$ cat config.mk
export PLATFORM = sky130hd
export DESIGN_NAME = gold_scr_gen
export DESIGN_NICKNAME = d
export VERILOG_FILES = /design/src/rtl/gold_scr_pkg.sv /design/src/rtl/gold_lfsr.sv /design/src/rtl/gold_seq_ctrl.sv /design/src/rtl/gold_scr_gen.sv
export SDC_FILE = /design/constraint.sdc
export NUM_CORES = 1
export LEC_CHECK = 0
export BUFFER_PORTS_ARGS = -buffer_cell sky130_fd_sc_hd__clkbuf_2
export CAP_MARGIN = 20
export CORE_MARGIN = 2
export CORE_UTILIZATION = 61
export DETAILED_ROUTE_END_ITERATION = 12
export PLACE_DENSITY = 0.9
export SYNTH_ARGS = -nofsm -noshare
export SYNTH_HDL_FRONTEND = slang
export SYNTH_SLANG_ARGS = --single-unit
$ cat constraint.sdc
create_clock -name clk -period 3.75 [get_ports clk]
set_input_delay 0.9375 -clock clk [delete_from_list [all_inputs] [get_ports clk]]
set_output_delay 0.9375 -clock clk [all_outputs]
set_load 0.02 [all_outputs]
$ cat src/rtl/gold_scr_pkg.sv
package gold_scr_pkg;

    localparam int LFSR_W      = 18;
    localparam int CODE_W      = 16;
    localparam int GROUP_W     = 9;
    localparam int GROUP_SHIFT = 4;
    localparam int IM_LOG2     = 17;
    localparam int FRAME_CHIPS = 38400;

    typedef logic [LFSR_W-1:0] lfsr_t;
    typedef logic [LFSR_W-1:0][LFSR_W-1:0] lfsr_mat_t;

    // bit j of a state holds sequence element (k + j)
    localparam lfsr_t X_TAPS = lfsr_t'((1 << 0) | (1 << 7));
    localparam lfsr_t Y_TAPS = lfsr_t'((1 << 0) | (1 << 5) | (1 << 7) | (1 << 10));
    localparam lfsr_t X_SEED = lfsr_t'(1);
    localparam lfsr_t Y_SEED = '1;

    typedef enum logic [1:0] {
        PH_IDLE = 2'd0,
        PH_JUMP = 2'd1,
        PH_RUN  = 2'd2
    } phase_e;

    function automatic lfsr_t lfsr_next(input lfsr_t s, input lfsr_t taps);
        return {^(s & taps), s[LFSR_W-1:1]};
    endfunction

    // state after 2**log2n steps, by repeated squaring of the transition matrix
    function automatic lfsr_t lfsr_leap(input lfsr_t seed, input lfsr_t taps, input int log2n);
        lfsr_mat_t m;
        lfsr_mat_t sq;
        lfsr_t     res;
        for (int r = 0; r < LFSR_W - 1; r++) begin
            m[r] = lfsr_t'(1) << (r + 1);
        end
        m[LFSR_W-1] = taps;
        for (int p = 0; p < log2n; p++) begin
            for (int r = 0; r < LFSR_W; r++) begin
                sq[r] = '0;
                for (int c = 0; c < LFSR_W; c++) begin
                    if (m[r][c]) sq[r] = sq[r] ^ m[c];
                end
            end
            m = sq;
        end
        for (int r = 0; r < LFSR_W; r++) begin
            res[r] = ^(m[r] & seed);
        end
        return res;
    endfunction

    localparam lfsr_t X_IM_SEED = lfsr_leap(X_SEED, X_TAPS, IM_LOG2);
    localparam lfsr_t Y_IM_SEED = lfsr_leap(Y_SEED, Y_TAPS, IM_LOG2);

endpackage

$ cat src/rtl/gold_lfsr.sv
module gold_lfsr
    import gold_scr_pkg::*;
#(
    parameter lfsr_t TAPS = X_TAPS,
    parameter lfsr_t SEED = X_SEED
) (
    input  logic  clk,
    input  logic  rst,
    input  logic  load,
    input  logic  adv,
    output lfsr_t state
);

    always_ff @(posedge clk) begin
        if (rst || load) begin
            state <= SEED;
        end else if (adv) begin
            state <= lfsr_next(state, TAPS);
        end
    end

    // a maximal-length register never falls into the all-zero lock state
    AST_STATE_LIVE: assert property (@(posedge clk) disable iff (rst)
        state != '0);

endmodule

$ cat src/rtl/gold_seq_ctrl.sv
module gold_seq_ctrl
    import gold_scr_pkg::*;
#(
    parameter int FRAME_LEN = FRAME_CHIPS,
    parameter int SEL_W     = GROUP_W,
    parameter int SHIFT     = GROUP_SHIFT
) (
    input  logic             clk,
    input  logic             rst,
    input  logic             start,
    input  logic [SEL_W-1:0] s_num,
    output logic             load,
    output logic             x_adv,
    output logic             y_adv,
    output logic             chip_vld,
    output logic             done
);

    localparam int JMP_W  = SEL_W + SHIFT;
    localparam int CHIP_W = $clog2(FRAME_LEN);
    localparam logic [CHIP_W-1:0] LAST_CHIP = CHIP_W'(FRAME_LEN - 1);

    phase_e             phase;
    logic [JMP_W-1:0]   jump_cnt;
    logic [CHIP_W-1:0]  chip_cnt;
    logic [JMP_W-1:0]   jump_init;

    assign jump_init = {s_num, {SHIFT{1'b0}}};
    assign load      = start;
    assign x_adv     = (phase == PH_JUMP) || (phase == PH_RUN);
    assign y_adv     = (phase == PH_RUN);
    assign chip_vld  = (phase == PH_RUN);

    always_ff @(posedge clk) begin
        if (rst) begin
            phase    <= PH_IDLE;
            jump_cnt <= '0;
            chip_cnt <= '0;
            done     <= 1'b0;
        end else begin
            done <= 1'b0;
            if (start) begin
                chip_cnt <= '0;
                jump_cnt <= jump_init;
                phase    <= (s_num == '0) ? PH_RUN : PH_JUMP;
            end else begin
                case (phase)
                    PH_JUMP: begin
                        jump_cnt <= jump_cnt - 1'b1;
                        if (jump_cnt == JMP_W'(1)) phase <= PH_RUN;
                    end
                    PH_RUN: begin
                        if (chip_cnt == LAST_CHIP) begin
                            phase <= PH_IDLE;
                            done  <= 1'b1;
                        end else begin
                            chip_cnt <= chip_cnt + 1'b1;
                        end
                    end
                    default: phase <= PH_IDLE;
                endcase
            end
        end
    end

    AST_JUMP_QUIET: assert property (@(posedge clk) disable iff (rst)
        (start && s_num != '0) |=> !chip_vld);
    AST_RUN_CONTIG: assert property (@(posedge clk) disable iff (rst)
        (chip_vld && !start) |=> (chip_vld || done));
    AST_DONE_AFTER_LAST: assert property (@(posedge clk) disable iff (rst)
        done |-> ($past(chip_vld) && !chip_vld));
    AST_DONE_PULSE: assert property (@(posedge clk) disable iff (rst)
        done |=> !done);
    AST_STAY_IDLE: assert property (@(posedge clk) disable iff (rst)
        (!chip_vld && !start && phase == PH_IDLE) |=> !chip_vld);

endmodule

$ cat src/rtl/gold_scr_gen.sv
module gold_scr_gen
    import gold_scr_pkg::*;
#(
    parameter int FRAME_LEN = FRAME_CHIPS,
    parameter int SEL_W     = GROUP_W,
    parameter int OUT_W     = CODE_W
) (
    input  logic             clk,
    input  logic             rst,
    input  logic             start,
    input  logic [SEL_W-1:0] s_num,
    output logic             chip_vld,
    output logic [OUT_W-1:0] code_re,
    output logic [OUT_W-1:0] code_im,
    output logic             done
);

    localparam int NBR = 2;   // branch 0 real, branch 1 imaginary
    localparam lfsr_t XSEEDS [NBR] = '{X_SEED, X_IM_SEED};
    localparam lfsr_t YSEEDS [NBR] = '{Y_SEED, Y_IM_SEED};

    logic             load;
    logic             x_adv;
    logic             y_adv;
    lfsr_t            xs    [NBR];
    lfsr_t            ys    [NBR];
    logic [OUT_W-1:0] words [NBR];

    gold_seq_ctrl #(
        .FRAME_LEN (FRAME_LEN),
        .SEL_W     (SEL_W),
        .SHIFT     ($clog2(OUT_W))
    ) u_ctrl (
        .clk      (clk),
        .rst      (rst),
        .start    (start),
        .s_num    (s_num),
        .load     (load),
        .x_adv    (x_adv),
        .y_adv    (y_adv),
        .chip_vld (chip_vld),
        .done     (done)
    );

    for (genvar g = 0; g < NBR; g++) begin : g_branch
        gold_lfsr #(.TAPS(X_TAPS), .SEED(XSEEDS[g])) u_x (
            .clk   (clk),
            .rst   (rst),
            .load  (load),
            .adv   (x_adv),
            .state (xs[g])
        );
        gold_lfsr #(.TAPS(Y_TAPS), .SEED(YSEEDS[g])) u_y (
            .clk   (clk),
            .rst   (rst),
            .load  (load),
            .adv   (y_adv),
            .state (ys[g])
        );
        assign words[g] = chip_vld ? (xs[g][OUT_W-1:0] ^ {OUT_W{ys[g][0]}}) : '0;
    end

    assign code_re = words[0];
    assign code_im = words[1];

    // the two branches sit 2**17 chips apart, so their x windows never coincide
    AST_BRANCH_APART: assert property (@(posedge clk) disable iff (rst)
        xs[0] != xs[1]);

endmodule

==> results.yml <==
detailed_routing:
  dr.pass1.iters: 4
  routed_wl_um: 8890
  vias: 3611
  drtIter0Drc: 165
  drcViolationCount: 0
  wl_per_cell_um: 13.7
  viasPerCell: 5.58
  antenna_left: 0
critical_path:
  end_kind: "primary output"
  path_delay_family: "buffers and inverters"
  worst_path_largest_cell_delay_ps: 680
  cpMostUsedCell: "inv_1"
  cp.arrival_ps: 2060
  required_ps: 2810
  crit_slowest_cell: "inv_1"
  path_class: "reg -> out"
  worst-path-buf-inv: 3
  path_cells: "inv_1 > ha_2 > inv_1 > nor2_1 > clkbuf_2"
  worstSetupStartpointType: "register"
  worstPathMaxFanout: 33
power:
  power.leakage_nw: 1.95
  ir_drop_v: 0.000353
  pwr_density_cell_nw_per_um2: 389
  total_power_mw: 2.01
placement:
  dp_hpwl_um: 5900
  dp_cells: 631
  place_area_um2: 4970
  portBuffers: 45
  gp_congestion: 0.817
  preCtsSetupSlack_ps: 1190
logic_synthesis:
  async_reset_ff_share_pct: 0
  netlist_instances: 511
  avgSynthCellArea_um2: 9.21
  ys_seq_elements: 104
  syn_area_um2: 4710
  netlist.area_leader.share_pct: 44.2
  synth.largest_area_cell: "dfxtp_1"
  synth_area_leaders: "dfxtp_1 44%, mux2i_1 15%, xnor2_1 8.6%"
  synth_nets: 528
  yosysSeqAreaShare_pct: 44.2
  ys.flop_type: "dfxtp_1"
  synth_edf_count: 0
  yosys_warnings: 0
  yosysUniqueCellTypes: 43
outcome:
  status: "finished clean"
finish:
  final_util_pct: 68.0
  final_cells: 647
  area_growth_syn_to_layout_pct: 9.92
  drive_gt1_share_pct: 13.9
  diodes: 0
  fin_area_um2: 5170
  nets: 557
clocking:
  clk_latency_ps: 380
  cts_resized: 0
  cts_setup_buffers: 0
  clockBufferDepth: 2
  cts_hold_buf: 0
  numClockSinks: 104
  htree_num_levels: 3
  cts_buffers: 9
  cts-root-buf: "clkbuf_8"
  cts.reportedPaths.clkPinSlew_ps: 100
  cts_tree: "built"
sta:
  slew_headroom_pct: 31.2
  hold_viol_final: 0
  finClkSkew_ps: 6.09
  fin_hold_ws_ps: 482
  setup_violations: 0
  worst_slack_ps: 755
  fin_crit_ps: 3000
  post-route-period-util_pct: 79.9
  setup_tns_ps: 0
  maxSlewViolCount: 0
  worst_pin_slew_ps: 1030
  grt_setup_unrepaired: "no"
  timing.fmax_mhz: 334
die:
  rows: 32
  pin_count: 46
  die_w_um: 91.8
  dieArea_um2: 8430
  start_util_pct: 61.9
  floorplan.die.height_um: 91.8
  core-area_um2: 7610
flow_run:
  maxCapViolations: 0
min_path:
  hold_class: "reg -> reg"
grt:
  grt_max_degree: 48
  antenna_found_initial: 0
  grt_use_total_pct: 22.4
  grt_pass1_vias: 3537
  grt_pass1_wl_um: 15500
  gr-total-overflow: 0
==> Yosys cell counts (2+ instances only) <==
library cell and instances:
a21oi_1 15, o21ai_0 9, nand4_1 8, inv_1 6, nor3_1 4, mux2i_1 69, o31ai_1 8, nor4_1 3
a311oi_1 2, or3_1 9, buf_1 12, or2_2 3, xnor2_1 46, a211oi_1 11, buf_2 2, or4_1 9
clkbuf_1 17, nand2_1 35, dfxtp_1 104, and4_1 5, a31oi_1 2, nand3_1 9, ha_1 5, xor2_1 4
nor2_1 96
==> kinds of logic (layout without fill, tap and decap cells) <==
| group | count (synthesis) | count (layout) | share of synthesized area [%] |
|---|---|---|---|
| buffers and inverters | 39 | 73 | 3.32 |
| xor gates and xnor gates | 50 | 50 | 9.31 |
| and+or+nand+nor | 192 | 192 | 19.6 |
| DFF | 104 | 104 | 44.2 |
| adders and majority gates | 5 | 5 | 1.33 |
| AOI/OAI and AO/OA | 52 | 52 | 7.55 |
| muxes | 69 | 69 | 14.7 |
==> path summary, 6_finish.rpt <==
check,startpoint,endpoint,slack (ps),depth (start not counted)
hold reg to reg,g_branch[1].u_y.state[6]$_SDFFE_PP0P_,g_branch[1].u_y.state[5]$_SDFFE_PP1P_,480,2
setup / recovery,u_ctrl.phase[0]$_SDFFE_PP0P_,code_im[13],750,5
setup reg to reg,u_ctrl.phase[0]$_SDFFE_PP0P_,u_ctrl.chip_cnt[15]$_SDFFE_PP0P_,1470,6
hold / removal,g_branch[1].u_y.state[6]$_SDFFE_PP0P_,g_branch[1].u_y.state[5]$_SDFFE_PP1P_,480,2
==> registers in the layout, summed over array words and instances, names as in the netlist <==
name,cells
g_branch.u_x.state,36
u_ctrl.phase,2
u_ctrl.jump_cnt,13
u_ctrl.done,1
g_branch.u_y.state,36
u_ctrl.chip_cnt,16
==> metal layers <==
layer	vias up	global-route usage, %	share of wire (%)
li1	1821	-	-
met2	64	39.1	50
met4	0	6.72	1.0
met1	1715	26.7	45
met3	11	6.66	3.8
met5	-	0	0
==> area by class of cell <==
cell class | count | area [µm²]
inverters | 7 | 26.3
fillers | 569 | 2430
flip-flops and latches | 104 | 2080
clock buffers | 9 | 124
repair buffers | 50 | 263
clock inverters | 7 | 77.6
multi-input cells | 368 | 2470
well taps | 102 | 128
==> placed cells by master, fill, tap and decap left out, drive strengths merged, types with 5 or more instances in the layout <==
cell type	count
and4	5
a21oi	15
a211oi	11
nand4	8
or4	9
inv	9
nor2	96
or3	9
dfxtp	104
buf	5
o31ai	8
o21ai	9
nand3	9
nor4	5
mux2i	69
clkbuf	54
xnor2	46
ha	5
nand2	35
nor3	5
==> worst register-to-register path, cell delays in order, from the launching register on <==
cell and delay (ps):
dfxtp_1 340, inv_1 80, ha_2 190, buf_4 530, nand3_1 390, or4_1 550
a21oi_1 140
==> where the power goes <==
group | internal (mW) | switching (mW)
combinational | 0.0667 | 0.101
clock | 0.317 | 0.394
sequential | 1.12 | 0.0144
total | 1.50 | 0.510
(Power assumes the default switching activity.)
